**src/rtl/cfgsp_pkg.sv**
```systemverilog
package cfgsp_pkg;

    localparam int SPACE_BYTES = 256;
    localparam int OFF_W       = $clog2(SPACE_BYTES);
    localparam int LANES       = 4;
    localparam int LANE_W      = $clog2(LANES);
    localparam int DATA_W      = 8 * LANES;

    localparam logic [OFF_W-1:0] OFF_CMD   = 8'h04;
    localparam logic [OFF_W-1:0] OFF_BASE0 = 8'h10;
    localparam logic [OFF_W-1:0] OFF_BASE1 = 8'h14;
    localparam logic [OFF_W-1:0] OFF_IRQ   = 8'h3C;
    localparam logic [OFF_W-1:0] OFF_INIT  = 8'h40;
    localparam logic [OFF_W-1:0] OFF_CNT   = 8'h54;
    localparam logic [OFF_W-1:0] OFF_EN    = 8'hC0;
    localparam logic [OFF_W-1:0] OFF_DIS   = 8'hE0;

    typedef enum logic [1:0] {
        SZ_BYTE  = 2'd0,
        SZ_WORD  = 2'd1,
        SZ_DWORD = 2'd2,
        SZ_WIDE  = 2'd3
    } acc_size_e;

    typedef struct packed {
        logic              valid;
        logic              write;
        acc_size_e         size;
        logic [OFF_W-1:0]  addr;
        logic [DATA_W-1:0] wdata;
    } cfg_req_t;

    function automatic logic [2:0] size_bytes(acc_size_e s);
        case (s)
            SZ_BYTE: return 3'd1;
            SZ_WORD: return 3'd2;
            default: return 3'd4;
        endcase
    endfunction

    // true when byte offset 'off' lies inside [base, base+n)
    function automatic logic covers(logic [OFF_W-1:0] base, logic [2:0] n,
                                    logic [OFF_W-1:0] off);
        logic [OFF_W-1:0] d;
        d = off - base;
        return d < OFF_W'(n);
    endfunction

    function automatic logic [7:0] lane_of(logic [DATA_W-1:0] w,
                                           logic [LANE_W-1:0] l);
        return w[8*l +: 8];
    endfunction

    function automatic logic [7:0] write_mask(logic [OFF_W-1:0] off,
                                              logic [15:0] cmd_mask);
        case (off)
            OFF_CMD:            return cmd_mask[7:0];
            OFF_CMD + 8'd1:     return cmd_mask[15:8];
            OFF_BASE0 + 8'd3:   return 8'hFF;
            OFF_BASE1 + 8'd2:   return 8'hFF;
            OFF_BASE1 + 8'd3:   return 8'hFF;
            default:            return 8'h00;
        endcase
    endfunction

endpackage

```
**src/rtl/cfgsp_store.sv**
```systemverilog
module cfgsp_store
    import cfgsp_pkg::*;
#(
    parameter logic [15:0] VENDOR_ID   = 16'h1B2C,
    parameter logic [15:0] DEVICE_ID   = 16'h0002,
    parameter logic [7:0]  REV_ID      = 8'h02,
    parameter logic [7:0]  PROG_IF     = 8'h00,
    parameter logic [7:0]  SUBCLASS    = 8'h00,
    parameter logic [7:0]  CLASS_CODE  = 8'h04,
    parameter logic [15:0] CMD_INIT    = 16'h0002,
    parameter logic [15:0] STATUS_INIT = 16'h0080,
    parameter logic [15:0] CMD_MASK    = 16'h0403,
    parameter logic [31:0] BASE0_INIT  = 32'hD000_0000,
    parameter logic [31:0] BASE1_INIT  = 32'hE000_0000
) (
    input  logic                  clk,
    input  logic                  rst,
    input  cfg_req_t              req,
    output logic [LANES-1:0][7:0] rd_bytes,
    output logic [31:0]           base0
);

    localparam logic [31:0] BASE0_PRESET = {BASE0_INIT[31:4], 4'h8};
    localparam logic [31:0] BASE1_PRESET = {BASE1_INIT[31:4], 4'h0};

    function automatic logic [7:0] preset(logic [OFF_W-1:0] off);
        case (off)
            8'h00: return VENDOR_ID[7:0];
            8'h01: return VENDOR_ID[15:8];
            8'h02: return DEVICE_ID[7:0];
            8'h03: return DEVICE_ID[15:8];
            8'h04: return CMD_INIT[7:0];
            8'h05: return CMD_INIT[15:8];
            8'h06: return STATUS_INIT[7:0];
            8'h07: return STATUS_INIT[15:8];
            8'h08: return REV_ID;
            8'h09: return PROG_IF;
            8'h0A: return SUBCLASS;
            8'h0B: return CLASS_CODE;
            8'h10: return BASE0_PRESET[7:0];
            8'h11: return BASE0_PRESET[15:8];
            8'h12: return BASE0_PRESET[23:16];
            8'h13: return BASE0_PRESET[31:24];
            8'h14: return BASE1_PRESET[7:0];
            8'h15: return BASE1_PRESET[15:8];
            8'h16: return BASE1_PRESET[23:16];
            8'h17: return BASE1_PRESET[31:24];
            OFF_IRQ: return 8'hFF;
            default: return 8'h00;
        endcase
    endfunction

    logic [7:0] mem [SPACE_BYTES];
    logic [2:0] nbytes;

    assign nbytes = size_bytes(req.size);

    always_ff @(posedge clk) begin
        for (int j = 0; j < SPACE_BYTES; j++) begin
            if (rst) begin
                mem[j] <= preset(OFF_W'(j));
            end else if (req.valid && req.write && covers(req.addr, nbytes, OFF_W'(j))) begin
                mem[j] <= (lane_of(req.wdata, LANE_W'(OFF_W'(j) - req.addr))
                           & write_mask(OFF_W'(j), CMD_MASK))
                        | (mem[j] & ~write_mask(OFF_W'(j), CMD_MASK));
            end
        end
    end

    always_comb begin
        for (int i = 0; i < LANES; i++) begin
            rd_bytes[i] = (3'(i) < nbytes) ? mem[req.addr + OFF_W'(i)] : 8'h00;
        end
    end

    assign base0 = {mem[OFF_BASE0 + 8'd3], mem[OFF_BASE0 + 8'd2],
                    mem[OFF_BASE0 + 8'd1], mem[OFF_BASE0]};

    p_base0_kind_r4: assert property (@(posedge clk) disable iff (rst)
        base0[3:0] == 4'h8);

    p_vendor_fixed_r2: assert property (@(posedge clk) disable iff (rst)
        !$past(rst) |-> $stable({mem[1], mem[0]}));

endmodule

```
**src/rtl/cfgsp_counter.sv**
```systemverilog
module cfgsp_counter #(
    parameter int CNT_W = 16,
    parameter int BUS_KEEP = 12
) (
    input  logic        clk,
    input  logic        rst,
    input  logic        hit,
    output logic [31:0] cnt_now
);

    logic [CNT_W-1:0] osc_q, bus_q, osc_n, bus_n;

    assign osc_n = hit ? osc_q + CNT_W'(1) : osc_q;
    assign bus_n = hit ? bus_q - CNT_W'(1) : bus_q;

    always_ff @(posedge clk) begin
        if (rst) begin
            osc_q <= '0;
            bus_q <= '0;
        end else begin
            osc_q <= osc_n;
            bus_q <= bus_n;
        end
    end

    assign cnt_now = {{(32-CNT_W-BUS_KEEP){1'b0}}, bus_n[BUS_KEEP-1:0], osc_n};

    p_counts_balance_r10: assert property (@(posedge clk) disable iff (rst)
        CNT_W'(osc_q + bus_q) == '0);

    p_idle_hold_r11: assert property (@(posedge clk) disable iff (rst)
        !hit |=> $stable(osc_q) && $stable(bus_q));

endmodule

```
**src/rtl/cfgsp_strobe.sv**
```systemverilog
module cfgsp_strobe
    import cfgsp_pkg::*;
(
    input  logic     clk,
    input  logic     rst,
    input  cfg_req_t req,
    output logic     base_p,
    output logic     init_p,
    output logic [2:0] init_v,
    output logic     en_p,
    output logic     dis_p
);

    logic [2:0] nbytes;
    logic       wr, hit_base, hit_init, hit_en, hit_dis;
    logic [7:0] init_byte;

    assign nbytes = size_bytes(req.size);
    assign wr     = req.valid && req.write;

    always_comb begin
        hit_base = 1'b0;
        for (int k = 0; k < 4; k++) begin
            hit_base = hit_base | covers(req.addr, nbytes, OFF_BASE0 + OFF_W'(k));
        end
    end

    assign hit_init  = covers(req.addr, nbytes, OFF_INIT);
    assign hit_en    = covers(req.addr, nbytes, OFF_EN);
    assign hit_dis   = covers(req.addr, nbytes, OFF_DIS);
    assign init_byte = lane_of(req.wdata, LANE_W'(OFF_INIT - req.addr));

    always_ff @(posedge clk) begin
        if (rst) begin
            base_p <= 1'b0;
            init_p <= 1'b0;
            init_v <= 3'd0;
            en_p   <= 1'b0;
            dis_p  <= 1'b0;
        end else begin
            base_p <= wr && hit_base;
            init_p <= wr && hit_init;
            if (wr && hit_init) init_v <= init_byte[2:0];
            en_p   <= wr && hit_en;
            dis_p  <= wr && hit_dis;
        end
    end

    p_en_dis_excl_r9: assert property (@(posedge clk) disable iff (rst)
        $onehot0({en_p, dis_p}));

    p_init_single_r8: assert property (@(posedge clk) disable iff (rst)
        init_p |=> !init_p || $past(wr && hit_init));

endmodule

```
**src/rtl/cfgsp_top.sv**
```systemverilog
module cfgsp_top
    import cfgsp_pkg::*;
#(
    parameter logic [15:0] VENDOR_ID   = 16'h1B2C,
    parameter logic [15:0] DEVICE_ID   = 16'h0002,
    parameter logic [7:0]  REV_ID      = 8'h02,
    parameter logic [7:0]  PROG_IF     = 8'h00,
    parameter logic [7:0]  SUBCLASS    = 8'h00,
    parameter logic [7:0]  CLASS_CODE  = 8'h04,
    parameter logic [15:0] CMD_INIT    = 16'h0002,
    parameter logic [15:0] STATUS_INIT = 16'h0080,
    parameter logic [15:0] CMD_MASK    = 16'h0403,
    parameter logic [31:0] BASE0_INIT  = 32'hD000_0000,
    parameter logic [31:0] BASE1_INIT  = 32'hE000_0000
) (
    input  logic        clk,
    input  logic        rst,
    input  logic        req_valid,
    input  logic        req_write,
    input  logic [1:0]  req_size,
    input  logic [7:0]  req_addr,
    input  logic [31:0] req_wdata,
    output logic        rsp_valid,
    output logic [31:0] rsp_rdata,
    output logic        base_pulse,
    output logic [31:0] base_value,
    output logic        init_pulse,
    output logic [2:0]  init_value,
    output logic        enable_pulse,
    output logic        disable_pulse
);

    localparam bit HAS_CNT = (REV_ID >= 8'd2);

    cfg_req_t              req;
    logic [LANES-1:0][7:0] st_bytes;
    logic [31:0]           base0;
    logic [31:0]           cnt_now;
    logic [2:0]            nbytes;
    logic                  cnt_hit;
    logic [DATA_W-1:0]     rd_merge;

    assign req.valid = req_valid;
    assign req.write = req_write;
    assign req.size  = acc_size_e'(req_size);
    assign req.addr  = req_addr;
    assign req.wdata = req_wdata;
    assign nbytes    = size_bytes(req.size);

    cfgsp_store #(
        .VENDOR_ID(VENDOR_ID), .DEVICE_ID(DEVICE_ID), .REV_ID(REV_ID),
        .PROG_IF(PROG_IF), .SUBCLASS(SUBCLASS), .CLASS_CODE(CLASS_CODE),
        .CMD_INIT(CMD_INIT), .STATUS_INIT(STATUS_INIT), .CMD_MASK(CMD_MASK),
        .BASE0_INIT(BASE0_INIT), .BASE1_INIT(BASE1_INIT)
    ) u_store (
        .clk(clk), .rst(rst), .req(req), .rd_bytes(st_bytes), .base0(base0)
    );

    assign cnt_hit = HAS_CNT && req_valid && !req_write
                     && covers(req_addr, nbytes, OFF_CNT);

    generate
        if (HAS_CNT) begin : g_cnt
            cfgsp_counter u_cnt (
                .clk(clk), .rst(rst), .hit(cnt_hit), .cnt_now(cnt_now)
            );
        end else begin : g_nocnt
            assign cnt_now = 32'h0;
        end
    endgenerate

    always_comb begin
        for (int i = 0; i < LANES; i++) begin
            logic [OFF_W-1:0] la;
            la = req_addr + OFF_W'(i);
            if (HAS_CNT && 3'(i) < nbytes && covers(OFF_CNT, 3'd4, la)) begin
                rd_merge[8*i +: 8] = lane_of(cnt_now, LANE_W'(la - OFF_CNT));
            end else begin
                rd_merge[8*i +: 8] = st_bytes[i];
            end
        end
    end

    always_ff @(posedge clk) begin
        if (rst) begin
            rsp_valid <= 1'b0;
            rsp_rdata <= '0;
        end else begin
            rsp_valid <= req_valid && !req_write;
            if (req_valid && !req_write) rsp_rdata <= rd_merge;
        end
    end

    cfgsp_strobe u_strobe (
        .clk(clk), .rst(rst), .req(req),
        .base_p(base_pulse), .init_p(init_pulse), .init_v(init_value),
        .en_p(enable_pulse), .dis_p(disable_pulse)
    );

    assign base_value = {base0[31:4], 4'h0};

    p_rsp_follows_read_r6: assert property (@(posedge clk) disable iff (rst)
        rsp_valid |-> $past(req_valid && !req_write));

    p_base_aligned_r7: assert property (@(posedge clk) disable iff (rst)
        base_pulse |-> base_value[3:0] == 4'h0);

    p_write_no_rsp_r6: assert property (@(posedge clk) disable iff (rst)
        req_valid && req_write |=> !rsp_valid);

endmodule

```
**config.mk**
```make
export PLATFORM = sky130hd
export DESIGN_NAME = cfgsp_top
export DESIGN_NICKNAME = d
export VERILOG_FILES = /design/src/rtl/cfgsp_pkg.sv /design/src/rtl/cfgsp_store.sv /design/src/rtl/cfgsp_counter.sv /design/src/rtl/cfgsp_strobe.sv /design/src/rtl/cfgsp_top.sv
export SDC_FILE = /design/constraint.sdc
export NUM_CORES = 1
export LEC_CHECK = 0
export CAP_MARGIN = 20
export CELL_PAD_IN_SITES_DETAIL_PLACEMENT = 0
export CELL_PAD_IN_SITES_GLOBAL_PLACEMENT = 1
export CORE_UTILIZATION = 45
export DETAILED_ROUTE_END_ITERATION = 10
export PLACE_DENSITY = 0.91
export SYNTH_ARGS = -nofsm -noshare
export SYNTH_HDL_FRONTEND = slang
export SYNTH_SLANG_ARGS = --single-unit
```
**constraint.sdc**
```tcl
create_clock -name clk -period 12.6 [get_ports clk]
set_clock_uncertainty 0.2 [all_clocks]
set_input_delay 2.52 -clock clk [delete_from_list [all_inputs] [get_ports clk]]
set_output_delay 2.52 -clock clk [all_outputs]
set_load 0.01 [all_outputs]
```
==> flow_metrics.py, run 1 <==
metrics = {
    "worst_hold_path": {
        "min_path_type": "flop to flop",
    },
    "grt": {
        "grt_pass1_wl_mm": 46.9,
        "grt_max_degree": 54,
        "busiest_layer": "met2",
        "grt_use_met1_pct": 43.1,
        "track_usage_pct": 30.4,
        "antenna_found_initial": 0,
        "use_met2_pct": 46.8,
        "grtUsageMet3_pct": 4.59,
        "overflow": 0,
        "grt_pass1_vias": 8126,
    },
    "synth": {
        "ys_top_cells_by_area": "dfxtp_1 (15%), edfxtp_1 (9.2%), mux2i_1 (6.2%)",
        "ys_seq_area_share_pct": 24.7,
        "synth_top_flop_cell": "dfxtp_1",
        "yosysWarningCount": 0,
        "avgSynthCellArea_um2": 7.91,
        "synth_edf_count": 27,
        "synth_cell_types": 83,
        "synth.largest_area_cell": "dfxtp_1",
        "syn-instance-count": 1114,
        "syn_area_mm2": 0.00881,
        "synth-seq-cells": 95,
        "yosys.area.top_type_share_pct": 15.5,
        "async_reset_ff_share_pct": 0,
    },
    "floorplanning": {
        "ioPinCount": 118,
        "coreArea_mm2": 0.0190,
        "die_x_um": 142,
        "initial_utilization_pct": 46.5,
        "row_count": 50,
        "die-area_mm2": 0.0201,
        "fp.dieH_um": 142,
    },
    "setup_path": {
        "path_cells": "buf_4, inv_1, buf_4, ha_1, ha_1, inv_1, ha_1, or4_4, a21o_4, nor3_4, mux2i_1, mux2i_1, a22oi_1, a31oi_1",
        "cp_top_family": "adder cells",
        "required_ns": 12.61,
        "startpoint_type": "primary input",
        "worst-path-buf-inv": 4,
        "end_kind": "flop",
        "cp_max_fo": 46,
        "crit_arrival_ns": 7.41,
        "path_common_cell": "ha_1",
        "crit_path_top_delay_cell": "ha_1",
        "slowest_delay_ns": 0.59,
        "criticalPathCategory": "primary input to flop",
    },
    "detailed_routing": {
        "drtIter0Drc": 1174,
        "drt-vias-per-instance": 6.32,
        "wl_per_cell_um": 21.2,
        "ant_nets": 0,
        "via_count": 8996,
        "drtPass1Iterations": 8,
        "wl_mm": 30.1,
        "drc": 0,
    },
    "final_layout": {
        "regArea_mm2": 0.00217,
        "num_antenna_cells": 0,
        "multi_input_area_mm2": 0.00612,
        "nNetsFinal": 1245,
        "final_common_cell": "nor2_1",
        "drive_above_1_share_pct": 7.48,
        "mostFrequentLayoutCells": "nor2_1 (112), nand2_1 (100), clkdlybuf4s50_1 (91)",
        "synthToLayoutAreaGrowth_pct": 14.0,
        "fillerInstances": 1820,
    },
    "timing": {
        "final.setup.tns_ns": 0,
        "drv_slew": 0,
        "period_share_pct": 58.7,
        "fin_crit_ns": 7.40,
        "fmax_mhz": 135,
        "fin_ws_ns": 5.20,
        "relSlewSlack_pct": 31.1,
        "setup_viol": 0,
        "rsz0062_at_grt": "no",
        "tightest_slew_ns": 1.03,
        "hold_viol_final": 0,
    },
    "place": {
        "gp_congestion": 0.936,
        "pre_cts_slack_ns": 4.99,
        "hpwl_mm": 22.3,
        "port_buffers": 93,
    },
    "status": {
        "status": "finished clean",
    },
    "power": {
        "p_comb_share_pct": 29.1,
        "netSwitchingPower_mw": 0.299,
        "swShare_pct": 35.1,
        "p_leak_nw": 3.73,
        "irDropWorstVdd_mv": 0.0666,
        "p_int_mw": 0.555,
        "p_per_area_mw_per_mm2": 85.0,
        "clock_power_share_pct": 31.7,
        "power_frac_seq_pct": 39.1,
    },
    "cts": {
        "cts.htree.levels": 3,
        "cts_root_buf": "clkbuf_16",
        "postCtsHoldBufs": 0,
        "cts_resized": 0,
        "numCtsBuffers": 9,
        "cts_setup_buffers": 0,
        "clk_path_buf_depth": 2,
        "insertion_delay_ns": 0.36,
        "cts_sinks": 95,
        "clk_pin_slew_ns": 0.07,
        "cts_tree": "done",
    },
    "job": {
        "maxCapViolations": 0,
    },
}
## sequential cells by signal, summed over array words and instances, names as in the netlist
register and flops:
u_strobe.en_p 1, u_strobe.init_p 1, g_cnt.u_cnt.bus_q 12, u_strobe.base_p 1, rsp_rdata 32, u_strobe.init_v 3
u_store.mem 27, u_strobe.dis_p 1, g_cnt.u_cnt.osc_q 16, rsp_valid 1
## area by class of cell
cell class | instances | area share (%)
Sequential cell | 95 | 21.6
Inverter | 29 | 1.11
Clock buffer | 10 | 2.28
Multi-Input combinational cell | 914 | 60.9
Clock inverter | 6 | 0.436
Timing Repair Buffer | 109 | 10.4
Tap cell | 260 | 3.24
## per-layer routing
metal | vias up | wire length [µm]
li1 | 4161 | -
met1 | 4233 | 13000
met2 | 536 | 13500
met3 | 66 | 2780
met4 | 0 | 917
met5 | - | 0
## path summary, 6_finish.rpt
check | slack, ns | cells past startpoint | end | from
worst min-delay path | 0.30 | 2 | u_strobe.init_v[1] | u_strobe.init_v[1]
worst max-delay path | 5.20 | 14 | rsp_rdata[25] | req_addr[0]
worst max register to register | 9.72 | 9 | rsp_rdata[26] | g_cnt.u_cnt.bus_q[0]
worst min register to register | 0.30 | 2 | u_strobe.init_v[1] | u_strobe.init_v[1]
## power groups by stage
stage / sequential, mW / combinational (mW) / clock, mW
2_1_floorplan: 0.341 / 0.165 / 0
3_3_place_gp: 0.341 / 0.241 / 0
3_5_place_dp: 0.341 / 0.243 / 0
4_1_cts: 0.334 / 0.243 / 0.272
5_1_grt: 0.335 / 0.268 / 0.283
6_report: 0.334 / 0.249 / 0.271
## through the flow
step / hold WS [ns] / instances / utilization [%] / power (mW) / instance area (µm²)
floorplan: 0.313 / 1137 / - / 0.506 / 8900
global placement: 0.282 / 1407 / 51.6 / 0.582 / 9770
detailed placement: 0.291 / 1407 / 51.6 / 0.584 / 9770
CTS: 0.301 / 1423 / 53.0 / 0.850 / 10000
global route: 0.348 / 1423 / 53.0 / 0.886 / 10000
finish: 0.296 / 1423 / 53.0 / 0.854 / 10000
## cell usage after synthesis (24+ instances only)
cell / n
nor2_1: 112
nand2_1: 100
o21ai_0: 82
a21oi_1: 77
dfxtp_1: 68
mux2i_1: 55
clkbuf_1: 46
ha_1: 41
nand3_1: 40
xnor2_1: 38
nand4_1: 28
edfxtp_1: 27
buf_4: 25
nor3_1: 24
## tightest hold or removal path, cell delays in order (launching register included)
cell     delay [ns]
dfxtp_1        0.32
mux2i_1        0.07
nor2_1         0.07
## logic make-up after synthesis
group / after synthesis / synth area share [%]
adder cells (fa/ha/maj): 41 / 5.82
multiplexers: 80 / 11.4
other: 1 / 0.0426
buffers and inverters: 128 / 6.92
AND/OR/NAND/NOR: 416 / 24.1
AO/OA/AOI/OAI: 297 / 21.6
XOR/XNOR: 56 / 5.57
flip-flops: 95 / 24.7
No activity file was read; power rests on OpenSTA's default activity.
==> run 2: changes to the inputs <==
- CORE_UTILIZATION: 45 -> 42
- PLACE_DENSITY: 0.91 -> 0.86
- clock period: 12.6 -> 7.5 ns (I/O delays scaled with it)
==> run 2 against run 1 <==
Cell count grew 1.1%. Clock power grew 82%. Sequential share of layout area shrank 0.18 points. Flip-flop and latch count is the same. Hold slack gained 0.020 ns. Via count shrank 0.14%. Core utilization shrank 3.4 points. Critical endpoint unchanged.
==> flow_metrics.py, run 2 (same netlist as run 1, synthesis figures left out) <==
metrics = {
    "status": {
        "status": "finished clean",
    },
    "cts": {
        "clk_path_buf_depth": 2,
        "insertion_delay_ns": 0.36,
        "cts_setup_buffers": 0,
        "postCtsHoldBufs": 0,
        "cts_sinks": 95,
        "cts_tree": "done",
        "clk_pin_slew_ns": 0.07,
        "numCtsBuffers": 9,
        "cts_resized": 0,
        "cts_root_buf": "clkbuf_16",
        "cts.htree.levels": 3,
    },
    "floorplanning": {
        "row_count": 52,
        "die-area_mm2": 0.0216,
        "coreArea_mm2": 0.0204,
        "fp.dieH_um": 147,
        "initial_utilization_pct": 43.1,
        "ioPinCount": 118,
        "die_x_um": 147,
    },
    "detailed_routing": {
        "via_count": 8983,
        "drtIter0Drc": 942,
        "drc": 0,
        "drt-vias-per-instance": 6.25,
        "drtPass1Iterations": 7,
        "wl_mm": 31.8,
        "wl_per_cell_um": 22.1,
        "ant_nets": 0,
    },
    "final_layout": {
        "nNetsFinal": 1250,
        "synthToLayoutAreaGrowth_pct": 15.0,
        "mostFrequentLayoutCells": "nor2_1 (112), nand2_1 (100), clkdlybuf4s50_1 (91)",
        "final_common_cell": "nor2_1",
        "regArea_mm2": 0.00217,
        "regMostFlops": "rsp_rdata",
        "final_area_mm2": 0.0101,
        "reg.largest.list": "rsp_rdata (32), u_store.mem (27), g_cnt.u_cnt.osc_q (16)",
        "multi_input_area_mm2": 0.00612,
        "fillerInstances": 2030,
        "drive_above_1_share_pct": 7.96,
        "num_antenna_cells": 0,
        "largest_register_ffs": 32,
    },
    "power": {
        "p_comb_share_pct": 28.9,
        "irDropWorstVdd_mv": 0.117,
        "swShare_pct": 34.9,
        "p_leak_nw": 3.77,
        "netSwitchingPower_mw": 0.518,
        "p_int_mw": 0.964,
        "p_per_area_mw_per_mm2": 146,
        "clock_power_share_pct": 33.2,
        "p_total_mw": 1.48,
        "power_frac_seq_pct": 37.9,
    },
    "worst_hold_path": {
        "min_path_type": "flop to flop",
        "hp-start": "rsp_rdata[15]",
    },
    "timing": {
        "setup_viol": 0,
        "final.setup.tns_ns": 0,
        "fin_crit_ns": 5.46,
        "drv_slew": 0,
        "fmax_mhz": 183,
        "relSlewSlack_pct": 24.3,
        "period_share_pct": 72.8,
        "tightest_slew_ns": 1.13,
        "fin_ws_ns": 2.04,
        "rsz0062_at_grt": "no",
        "hold_viol_final": 0,
        "holdWs_ns": 0.315,
    },
    "place": {
        "place_area_mm2": 0.00982,
        "hpwl_mm": 23.5,
        "port_buffers": 93,
        "gp_congestion": 0.977,
        "pre_cts_slack_ns": 1.76,
    },
    "setup_path": {
        "required_ns": 7.52,
        "r2r-start": "g_cnt.u_cnt.osc_q[0]",
        "path_cells": "buf_4, inv_1, buf_4, ha_1, ha_1, nor4_1, nor3_1, a21o_4, nor3_4, mux2i_1, mux2i_1, a22oi_1, a31oi_1",
        "criticalPathCategory": "primary input to flop",
        "crit_path_start": "req_addr[0]",
        "startpoint_type": "primary input",
        "cp_top_family": "simple AND/OR/NAND/NOR gates",
        "end_kind": "flop",
        "crit_path_top_delay_cell": "mux2i_1",
        "slowest_delay_ns": 0.55,
        "worst-path-buf-inv": 3,
        "cp_max_fo": 45,
        "crit_arrival_ns": 5.48,
    },
    "grt": {
        "overflow": 0,
        "track_usage_pct": 29.6,
        "grt_pass1_vias": 8400,
        "grt_pass1_wl_mm": 49.2,
        "antenna_found_initial": 0,
        "grt_max_degree": 54,
    },
    "job": {
        "maxCapViolations": 0,
    },
}
==> run 2: path summary, 6_finish.rpt <==
kind                   end  slack (ns)  depth (start not counted)
max          rsp_rdata[25]        2.04                         13
min          rsp_rdata[15]        0.32                          2
max reg2reg  rsp_rdata[28]        4.73                          8
min reg2reg  rsp_rdata[15]        0.32                          2
==> run 2: through the flow <==
step	cells	utilization [%]
2_1_floorplan	1137	-
3_3_place_gp	1422	48.1
3_5_place_dp	1422	48.1
4_1_cts	1438	49.6
5_1_grt	1438	49.6
6_report	1438	49.6
==> run 2: tightest hold or removal path, delay by kind of cell (launching register included) <==
family,cells,cell delay (ns)
simple gates,1,0.07
compound gates,1,0.08
flops,1,0.33
==> run 2: per-layer routing <==
metal  vias up  track usage [%]  routed length [µm]
met5         -                0                   0
li1       4158                -                   -
met1      4292             42.6               14200
met3        60             4.29                2600
met2       473             44.8               14000
met4         0             10.6                 988
==> run 2: power by group through the flow <==
stage / Combinational, mW / Sequential [mW] / Clock (mW)
after floorplan: 0.277 / 0.572 / 0
after global placement: 0.417 / 0.573 / 0
after detailed placement: 0.418 / 0.573 / 0
after CTS: 0.419 / 0.561 / 0.498
after global routing: 0.459 / 0.563 / 0.515
final: 0.428 / 0.561 / 0.492
==> run 2: layout make-up <==
cell class / instances / area share (%)
Sequential cell: 95 / 21.4
Tap cell: 270 / 3.33
Multi-Input combinational cell: 914 / 60.4
Clock inverter: 5 / 0.420
Inverter: 29 / 1.10
Timing Repair Buffer: 114 / 10.7
Clock buffer: 11 / 2.61
==> run 3: changes to the inputs <==
- clock period: 7.5 -> 5.3 ns (I/O delays scaled with it)
==> run 3 against run 2 <==
Via count is 1.2% higher. Sequential power is 42% higher. Non-clock buffer count is 29 higher. Clock power is 42% higher. Critical endpoint is now rsp_rdata[28]. Worst setup slack worse by 1.4 ns. Largest power group unchanged. Global-route usage is 0.096 points higher. Power is 43% higher. Hold slack better by 0.0060 ns. Flip-flop and latch count stayed put. Core utilization is 1.0 points higher.
==> flow_metrics.py, run 3 (same netlist as run 1, synthesis figures left out) <==
metrics = {
    "power": {
        "irDropWorstVdd_mv": 0.131,
        "p_leak_nw": 3.90,
        "p_per_area_mw_per_mm2": 204,
    },
    "cts": {
        "clk_pin_slew_ns": 0.08,
        "cts.htree.levels": 3,
        "cts_resized": 0,
        "clk_path_buf_depth": 2,
        "insertion_delay_ns": 0.36,
        "cts_setup_buffers": 0,
        "postCtsHoldBufs": 0,
        "cts_tree": "done",
        "cts_sinks": 95,
        "numCtsBuffers": 9,
        "cts_root_buf": "clkbuf_16",
    },
    "place": {
        "gp_congestion": 0.970,
        "place_area_mm2": 0.0100,
        "pre_cts_slack_ns": 0.351,
        "port_buffers": 93,
        "hpwl_mm": 23.9,
    },
    "final_layout": {
        "multi_input_area_mm2": 0.00612,
        "regMostFlops": "rsp_rdata",
        "drive_above_1_share_pct": 10.1,
        "final_area_mm2": 0.0103,
        "synthToLayoutAreaGrowth_pct": 17.3,
        "final_common_cell": "nor2_1",
        "fin_util_pct": 50.6,
        "reg.largest.list": "rsp_rdata (32), u_store.mem (27), g_cnt.u_cnt.osc_q (16)",
        "largest_register_ffs": 32,
        "mostFrequentLayoutCells": "nor2_1 (112), nand2_1 (100), clkdlybuf4s50_1 (91)",
        "regArea_mm2": 0.00217,
        "nNetsFinal": 1279,
        "fillerInstances": 2014,
        "num_antenna_cells": 0,
    },
    "detailed_routing": {
        "ant_nets": 0,
        "wl_per_cell_um": 21.7,
        "via_count": 9095,
        "drt-vias-per-instance": 6.20,
        "drtIter0Drc": 862,
        "drtPass1Iterations": 6,
        "drc": 0,
        "wl_mm": 31.8,
    },
    "grt": {
        "overflow": 0,
        "grt_pass1_wl_mm": 49.1,
        "grt_max_degree": 53,
        "busiest_layer": "met2",
        "grtUsageMet3_pct": 5.00,
        "grt_pass1_vias": 8241,
        "use_met2_pct": 44.5,
        "grt_use_met1_pct": 42.5,
        "antenna_found_initial": 0,
        "track_usage_pct": 29.7,
    },
    "timing": {
        "relSlewSlack_pct": 34.4,
        "fmax_mhz": 217,
        "tightest_slew_ns": 0.979,
        "hold_viol_final": 0,
        "fin_crit_ns": 4.61,
        "rsz0062_at_grt": "no",
        "drv_slew": 0,
        "setup_viol": 0,
        "period_share_pct": 87.0,
        "final.setup.tns_ns": 0,
        "fin_ws_ns": 0.690,
    },
    "floorplanning": {
        "row_count": 52,
        "ioPinCount": 118,
        "coreArea_mm2": 0.0204,
        "initial_utilization_pct": 43.1,
        "die-area_mm2": 0.0216,
        "die_x_um": 147,
        "fp.dieH_um": 147,
    },
    "setup_path": {
        "required_ns": 5.33,
        "end_kind": "flop",
        "startpoint_type": "primary input",
        "cp_max_fo": 7,
        "crit_arrival_ns": 4.64,
        "criticalPathCategory": "primary input to flop",
    },
    "status": {
        "status": "finished clean",
    },
    "job": {
        "maxCapViolations": 0,
    },
    "worst_hold_path": {
        "min_path_type": "flop to flop",
    },
}
==> run 3: cell types whose count changed in the layout (fill, tap and decap cells not counted), sizes merged <==
cell,delta
buf,+29
clkbuf,-2
bufinv,+1
==> run 3: worst paths after layout <==
path	end	slack [ns]	depth (start not counted)	from
hold reg to reg	rsp_rdata[15]	0.32	2	rsp_rdata[15]
setup / recovery	rsp_rdata[28]	0.69	12	req_addr[2]
hold / removal	rsp_rdata[15]	0.32	2	rsp_rdata[15]
setup reg to reg	rsp_rdata[28]	2.45	8	g_cnt.u_cnt.osc_q[5]
==> run 3: area by class of cell <==
type                       instances  share of cell area (%)
inverter                          29                    1.08
clock buffer                       9                    2.18
timing repair buffer             143                    12.6
multi-input combinational        914                    59.2
sequential                        95                    21.0
tap                              270                    3.27
clock inverter                     6                   0.666
==> run 3: per-layer routing <==
layer  vias up  routed length, µm
li1       4213                  -
met1      4335              14000
met2       487              14100
met3        60               2690
met4         0               1010
met5         -                  0
==> run 3: metrics by stage <==
stage               hold WS (ns)  total power, mW  cells
floorplan                  0.313             1.20   1137
global placement           0.297             1.42   1451
detailed placement         0.299             1.42   1451
CTS                        0.323             2.11   1466
global route               0.354             2.20   1466
finish                     0.321             2.11   1466
==> run 3: critical path, cell delays in order <==
cell	delay [ns]
clkdlybuf4s50_1	0.65
inv_2	0.07
ha_1	0.30
inv_1	0.06
ha_1	0.19
or4_4	0.55
a21o_4	0.26
or4_1	0.57
xor2_1	0.31
mux2i_1	0.20
a221oi_1	0.33
a21oi_1	0.10
==> run 3: power breakdown <==
group	total, mW	internal, mW	switching (mW)
Sequential	0.794	0.771	0.0235
Clock	0.697	0.370	0.327
Combinational	0.621	0.242	0.379
Total	2.11	1.38	0.730
